$ cat src/rtl/pt_walker.sv
module pt_walker (
  input  logic        clk,
  input  logic        rst_n,
  input  logic        cfg_wr,
  input  logic        cfg_pg_en,
  input  logic [19:0] cfg_root,
  input  logic        req_valid,
  output logic        req_ready,
  input  logic [31:0] req_laddr,
  input  logic        req_write,
  input  logic [1:0]  req_cpl,
  output logic        mem_valid,
  input  logic        mem_ready,
  output logic [31:0] mem_addr,
  input  logic [31:0] mem_rdata,
  output logic        rsp_valid,
  output logic        rsp_fault,
  output logic [31:0] rsp_paddr,
  output logic [31:0] fault_addr
);

  typedef enum logic [2:0] {S_IDLE, S_DIR, S_TBL, S_DONE, S_FAULT} st_t;

  st_t         st;
  logic        pg_en;
  logic [19:0] root;
  logic [31:0] la;
  logic        wr;
  logic [1:0]  cpl;
  logic [19:0] tbase;
  logic [31:0] paddr;

  logic ent_ok;
  assign ent_ok = mem_rdata[0] && (!wr || mem_rdata[1]) && (mem_rdata[2] || cpl != 2'd3);

  assign req_ready = (st == S_IDLE);
  assign mem_valid = (st == S_DIR) || (st == S_TBL);
  assign mem_addr  = (st == S_TBL) ? ({tbase, 12'h000} + {20'h0, la[21:12], 2'b00})
                                   : ({root, 12'h000} + {20'h0, la[31:22], 2'b00});
  assign rsp_valid = (st == S_DONE) || (st == S_FAULT);
  assign rsp_fault = (st == S_FAULT);
  assign rsp_paddr = paddr;

  always_ff @(posedge clk or negedge rst_n) begin
    if (!rst_n) begin
      pg_en <= 1'b0;
      root  <= '0;
    end else if (cfg_wr) begin
      pg_en <= cfg_pg_en;
      root  <= cfg_root;
    end
  end

  always_ff @(posedge clk or negedge rst_n) begin
    if (!rst_n) begin
      st         <= S_IDLE;
      la         <= '0;
      wr         <= 1'b0;
      cpl        <= '0;
      tbase      <= '0;
      paddr      <= '0;
      fault_addr <= '0;
    end else begin
      case (st)
        S_IDLE:
          if (req_valid) begin
            la  <= req_laddr;
            wr  <= req_write;
            cpl <= req_cpl;
            if (pg_en) st <= S_DIR;
            else begin
              paddr <= req_laddr;
              st    <= S_DONE;
            end
          end
        S_DIR:
          if (mem_ready) begin
            if (ent_ok) begin
              tbase <= mem_rdata[31:12];
              st    <= S_TBL;
            end else begin
              fault_addr <= la;
              st         <= S_FAULT;
            end
          end
        S_TBL:
          if (mem_ready) begin
            if (ent_ok) begin
              paddr <= {mem_rdata[31:12], la[11:0]};
              st    <= S_DONE;
            end else begin
              fault_addr <= la;
              st         <= S_FAULT;
            end
          end
        default: st <= S_IDLE;
      endcase
    end
  end

  assert_mem_hold_R9: assert property (@(posedge clk) disable iff (!rst_n)
    mem_valid && !mem_ready |=> mem_valid && $stable(mem_addr));

  assert_bypass_R2: assert property (@(posedge clk) disable iff (!rst_n)
    req_ready && req_valid && !pg_en |=> rsp_valid && !rsp_fault && !mem_valid
      && rsp_paddr == $past(req_laddr));

  assert_fault_reg_R8: assert property (@(posedge clk) disable iff (!rst_n)
    !$stable(fault_addr) |-> rsp_valid && rsp_fault);

  assert_pulse_R10: assert property (@(posedge clk) disable iff (!rst_n)
    rsp_valid |=> req_ready && !rsp_valid);

  assert_busy_R10: assert property (@(posedge clk) disable iff (!rst_n)
    mem_valid |-> !req_ready && !rsp_valid);

endmodule

$ cat config.mk
export PLATFORM = sky130hd
export DESIGN_NAME = pt_walker
export DESIGN_NICKNAME = d
export VERILOG_FILES = /design/src/rtl/pt_walker.sv
export SDC_FILE = /design/constraint.sdc
export NUM_CORES = 1
export LEC_CHECK = 0
export BUFFER_PORTS_ARGS = -buffer_cell sky130_fd_sc_hd__buf_2
export CORE_ASPECT_RATIO = 0.7
export CORE_MARGIN = 4
export CORE_UTILIZATION = 30
export DETAILED_ROUTE_END_ITERATION = 16
export PLACE_DENSITY = 0.48
export SYNTH_ARGS = -nofsm -noshare
export SYNTH_HDL_FRONTEND = slang
export SYNTH_SLANG_ARGS = --single-unit
$ cat constraint.sdc
create_clock -name clk -period 2.4 [get_ports clk]
set_clock_uncertainty 0.2 [all_clocks]
set_input_delay 0.36 -clock clk [delete_from_list [all_inputs] [get_ports clk]]
set_output_delay 0.36 -clock clk [all_outputs]
set_load 0.02 [all_outputs]
# Word-level counts from Yosys, hierarchy flattened
# Cells that the tools add are included.
# op_classes
n_mux,13
bitwise,1
addsub,2
n_eq_ne,10
reduce_logical,15
# op_table
op,count
32-bit two-way mux,5
32-bit by 12-bit adder with 32-bit output,2
32-bit one-hot mux with 2 select lines,1
3-bit two-way mux,5
2-bit inequality test (second input constant),6
3-bit one-hot mux with 3 select lines,1
3-bit AND reduction,3
3-bit by 2-bit == test with 1-bit output (second input constant),2
5-bit AND reduction,1
1-bit logical OR,4
3-bit by 1-bit == test with 1-bit output (second input constant),1
3-bit == test (second input constant),1
3-bit zero test,1
1-bit logical AND,2
2-bit two-way mux,1
2-bit AND reduction,1
2-bit nonzero test,1
2-bit OR reduction,1
1-bit zero test,1
1-bit inverter,1
# totals
elab_cells,50
out_inout_bits,100
in_bits,93
reg_bits,143

# Depth between registers and ports, before layout
# depth
ltp_word,7
depth_mapped,7
mapped_depth_nobuf,4

# Worst setup path before layout
# Ideal clock, no wire load.
# synth_path
path_type,reg-to-output
start,register st[1]
end,output port mem_addr[10]
path_slack_ns,0.275
t_required_ns,1.840
path_stages_with_launch,7
path_buffers,4
arrival_ns,1.565
path_cell_list,dfrtp_1 -> buf_6 -> nor3b_4 -> buf_6 -> buf_6 -> buf_6 -> mux2_2
# synth_via
elab_chain_cells,2
# synth_rtl
item,line,rtl
start: declaration,24,st_t st;
start signal: assignment,56,st <= S_IDLE;
start signal: assignment,70,if (pg_en) st <= S_DIR;
start signal: assignment,73,st <= S_DONE;
3-bit by 2-bit == test with 1-bit output,38,"assign mem_addr = (st == S_TBL) ? ({tbase, 12'h000} + {20'h0, la[21:12], 2'b00})"
32-bit two-way mux,38,
end: declaration,14,"output logic [31:0] mem_addr,"
# No other way between the ends.

# Worst setup path after layout
# layout_path
start,register st[2]
end,output port mem_addr[20]
# Same word-level chain as after synthesis.

==> metrics.txt <==
# TYPE chip_impl_metric gauge
chip_impl_metric{name="drive_above_1_share",unit="%"} 65.3
chip_impl_metric{name="layoutNonFillerInstCount",unit=""} 959
chip_impl_metric{name="dieHeight",unit="um"} 132
chip_impl_metric{name="viasPerCell",unit=""} 4.43
chip_impl_metric{name="clk_latency",unit="ns"} 0.41
chip_impl_metric{name="initial_utilization",unit="%"} 31.1
chip_impl_metric{name="drt_pre_antenna_iters",unit=""} 4
chip_impl_metric{name="max_cap_violations",unit=""} 0
chip_impl_metric{name="ctsHtreeMaxLevel",unit=""} 4
chip_impl_metric{name="path_clk_slew",unit="ns"} 0.06
chip_impl_metric{name="routabilityCongestion",unit=""} 0.795
chip_impl_metric{name="design.portCount",unit=""} 193
chip_impl_metric{name="worst_slack",unit="ns"} -0.0721
chip_impl_metric{name="report.final.hold_viol_count",unit=""} 0
chip_impl_metric{name="sink_count_of_the_clock_tree",unit=""} 143
chip_impl_metric{name="cp_data_required_time",unit="ns"} 1.84
chip_impl_metric{name="yosys_warnings",unit=""} 0
chip_impl_metric{name="cts_max_path_buffers",unit=""} 2
chip_impl_metric{name="placement.io_buffers",unit=""} 181
chip_impl_metric{name="max-slew-margin-rel",unit="%"} 53.5
chip_impl_metric{name="die_x",unit="um"} 185
chip_impl_metric{name="detailedPlacementHpwl",unit="um"} 12200
chip_impl_metric{name="timing.critical_path.slowest_cell_delay",unit="ns"} 0.40
chip_impl_metric{name="critical_path.max_fanout",unit=""} 9
chip_impl_metric{name="wl",unit="um"} 18000
chip_impl_metric{name="area_growth",unit="%"} 43.3
chip_impl_metric{name="place.detailed.instances",unit=""} 850
chip_impl_metric{name="floorplan.core_area",unit="mm^2"} 0.0211
chip_impl_info{name="mostFrequentLayoutCells",value="164 x sky130_fd_sc_hd__buf_2, 143 x sky130_fd_sc_hd__dfrtp_1, 120 x sky130_fd_sc_hd__mux2_2"} 1
chip_impl_metric{name="vias",unit=""} 4248
chip_impl_metric{name="max-vdd-ir-drop",unit="uV"} 503
chip_impl_metric{name="num_antenna_cells",unit=""} 0
chip_impl_metric{name="synth_area_per_cell",unit="um^2"} 16.4
chip_impl_metric{name="static_leak",unit="uW"} 0.00449
chip_impl_metric{name="multi_input_area",unit="mm^2"} 0.00280
chip_impl_metric{name="routedWlPerCell",unit="um"} 18.8
chip_impl_info{name="tritoncts",value="yes"} 1
chip_impl_metric{name="final.fill_count",unit=""} 1937
chip_impl_metric{name="route.detailed.drc",unit=""} 0
chip_impl_metric{name="finish.net_count",unit=""} 763
chip_impl_info{name="cp-start-kind",value="flop"} 1
chip_impl_metric{name="syn-instance-count",unit=""} 400
chip_impl_info{name="leading_cell_type_in_the_layout_fill_and_taps_excluded",value="sky130_fd_sc_hd__buf_2"} 1
chip_impl_info{name="cts_root_cell",value="sky130_fd_sc_hd__clkbuf_16"} 1
chip_impl_metric{name="timing.reg2reg.worst_path_depth",unit=""} 7
chip_impl_metric{name="drv_slew",unit=""} 0
chip_impl_metric{name="overall_global_routing_usage",unit="%"} 14.6
chip_impl_metric{name="netlist-cell-type-count",unit=""} 30
chip_impl_info{name="status",value="finished, violations left"} 1
chip_impl_info{name="violations",value="negative setup slack"} 1
chip_impl_metric{name="post-route-util",unit="%"} 44.6
chip_impl_metric{name="tightest_slew",unit="ns"} 0.698
chip_impl_metric{name="final_critical_path_time_including_i_o_delays_and_setup",unit="ns"} 2.47
chip_impl_metric{name="grt_antenna_before_repair",unit=""} 1
chip_impl_metric{name="setup_violations",unit=""} 26
chip_impl_metric{name="final_clock_period_utilization_by_the_worst_path",unit="%"} 103
chip_impl_metric{name="max_clock_freq",unit="GHz"} 0.405
chip_impl_info{name="path_class",value="flop to primary output"} 1
chip_impl_info{name="cp_slowest_cell",value="sky130_fd_sc_hd__dfrtp_1"} 1
chip_impl_metric{name="grt_max_degree",unit=""} 55
chip_impl_metric{name="grt_pass1_vias",unit=""} 4641
chip_impl_metric{name="floorplan.die_area",unit="mm^2"} 0.0243
chip_impl_metric{name="ys_seq_area_share",unit="%"} 54.5
chip_impl_metric{name="cellPowerDensity",unit="mW/mm^2"} 1430
chip_impl_metric{name="number_of_placement_rows",unit=""} 44
chip_impl_metric{name="numCtsBuffers",unit=""} 17
chip_impl_metric{name="grt_overflow_total",unit=""} 0
chip_impl_metric{name="synthesis.area",unit="mm^2"} 0.00656
chip_impl_metric{name="register_area",unit="mm^2"} 0.00358
chip_impl_metric{name="drt_iter0_drc",unit=""} 150
chip_impl_metric{name="detail_route_antenna_nets",unit=""} 0
chip_impl_info{name="rsz0062_at_grt",value="true"} 1
chip_impl_metric{name="crit_arrival",unit="ns"} 1.91
chip_impl_metric{name="first_pass_grt_wire_length",unit="um"} 27400
chip_impl_info{name="crit_path_end_kind",value="primary output"} 1
chip_impl_info{name="worst_hold_path_type",value="primary input to flop"} 1
chip_impl_metric{name="min_path_cells",unit=""} 2
chip_impl_metric{name="postSynthRegisterBits",unit=""} 143
chip_impl_info{name="critical_path.cell_chain",value="nor3b_4, buf_6, buf_12, mux2_2, buf_4"} 1
[critical path, delay by kind of cell (launching register included)]
kind	cells	cell delay [ns]
muxes	1	0.35
DFF	1	0.40
and+or+nand+nor	1	0.23
buffers and inverters	3	0.50
[cell families after synthesis]
kind of cell | after synthesis | share of synthesized area [%]
mux | 201 | 38.3
flops | 143 | 54.5
buf+inv | 29 | 3.78
simple gates | 17 | 2.23
compound gates | 8 | 0.992
xor+xnor | 1 | 0.134
other cells | 1 | 0.0572
[final cells by class]
type | instances | area share, %
clock buffer | 20 | 4.75
clock inverter | 12 | 2.18
inverter | 3 | 0.120
multi-input combinational | 229 | 29.8
sequential | 143 | 38.1
tap | 276 | 3.67
timing repair buffer | 276 | 21.4
[sequential cells by signal, indices dropped and copies added, names as in the netlist]
register,flops
la,32
pg_en,1
fault_addr,32
cpl,2
tbase,20
root,20
rsp_paddr,32
st,3
wr,1
[path summary, 6_finish.rpt]
check	startpoint	end	slack, ns
max in group asynchronous	rst_n	la[20]	1.04
max reg2reg	st[2]	rsp_paddr[15]	0.18
max	st[2]	mem_addr[20]	-0.07
min reg2reg	root[10]	root[10]	0.30
min	req_laddr[28]	la[28]	0.02
min in group asynchronous	rst_n	rsp_paddr[3]	0.25
[layer usage]
metal	GRT usage, %	vias to the layer above	part of all wire, %
li1	-	1975	-
met1	20.5	2127	48
met2	21.9	122	44
met3	4.19	22	6.5
met4	4.36	2	1.5
met5	0	-	0.039
[synth_stat cells]
master / number / area [um^2]
sky130_fd_sc_hd__nor3b_1: 1 / 7.51
sky130_fd_sc_hd__a31oi_1: 1 / 6.26
sky130_fd_sc_hd__nand2_1: 2 / 7.51
sky130_fd_sc_hd__a21oi_1: 3 / 15.0
sky130_fd_sc_hd__inv_1: 3 / 11.3
sky130_fd_sc_hd__nor2_2: 1 / 6.26
sky130_fd_sc_hd__nor3_4: 1 / 16.3
sky130_fd_sc_hd__buf_6: 15 / 169
sky130_fd_sc_hd__nand3b_1: 2 / 15.0
sky130_fd_sc_hd__buf_1: 2 / 7.51
sky130_fd_sc_hd__mux2_1: 1 / 11.3
sky130_fd_sc_hd__a22oi_4: 1 / 21.3
sky130_fd_sc_hd__and4_1: 1 / 8.76
sky130_fd_sc_hd__and2_1: 1 / 6.26
sky130_fd_sc_hd__xnor2_1: 1 / 8.76
sky130_fd_sc_hd__o21ai_0: 1 / 5.00
sky130_fd_sc_hd__o21bai_1: 1 / 7.51
sky130_fd_sc_hd__mux2_2: 134 / 1510
sky130_fd_sc_hd__nand3_1: 1 / 5.00
sky130_fd_sc_hd__nand2b_1: 3 / 18.8
sky130_fd_sc_hd__nor4b_2: 1 / 15.0
sky130_fd_sc_hd__a311o_1: 1 / 10.0
sky130_fd_sc_hd__dfrtp_1: 143 / 3580
sky130_fd_sc_hd__nand3_4: 1 / 17.5
sky130_fd_sc_hd__nor3b_4: 1 / 18.8
sky130_fd_sc_hd__conb_1: 1 / 3.75
sky130_fd_sc_hd__buf_2: 3 / 15.0
sky130_fd_sc_hd__buf_4: 6 / 45.0
sky130_fd_sc_hd__nor2_1: 1 / 3.75
sky130_fd_sc_hd__mux2_4: 66 / 991
[where the power goes]
group	internal (uW)	leakage (uW)	switching, uW
sequential	3510	0.00170	695
clock	1890	0.000312	1080
combinational	3340	0.00247	2960
[metrics by stage]
step           hold WS, ns  total power (uW)  worst slack, ns  setup TNS, ns  area (um^2)
5_1_grt            0.00434             14200           -0.144          -3.03         9400
3_5_place_dp         0.148             10000            0.185              0         7820
3_3_place_gp         0.141              9890            0.192              0         7820
2_1_floorplan       -0.136              8210            0.275              0         6570
4_1_cts           0.000619             13300          -0.0814          -1.65         9230
6_report            0.0173             13500          -0.0721          -1.04         9400
[repair_timing]
action,4_1_cts,5_1_grt
hold buffers,66,1
pin swaps,1,1
resized for setup,11,35
endpoints found under the hold margin,111,1
endpoints found under the setup margin,30,30
gates cloned,1,1
setup buffers,6,2
(Power assumes the default switching activity.)
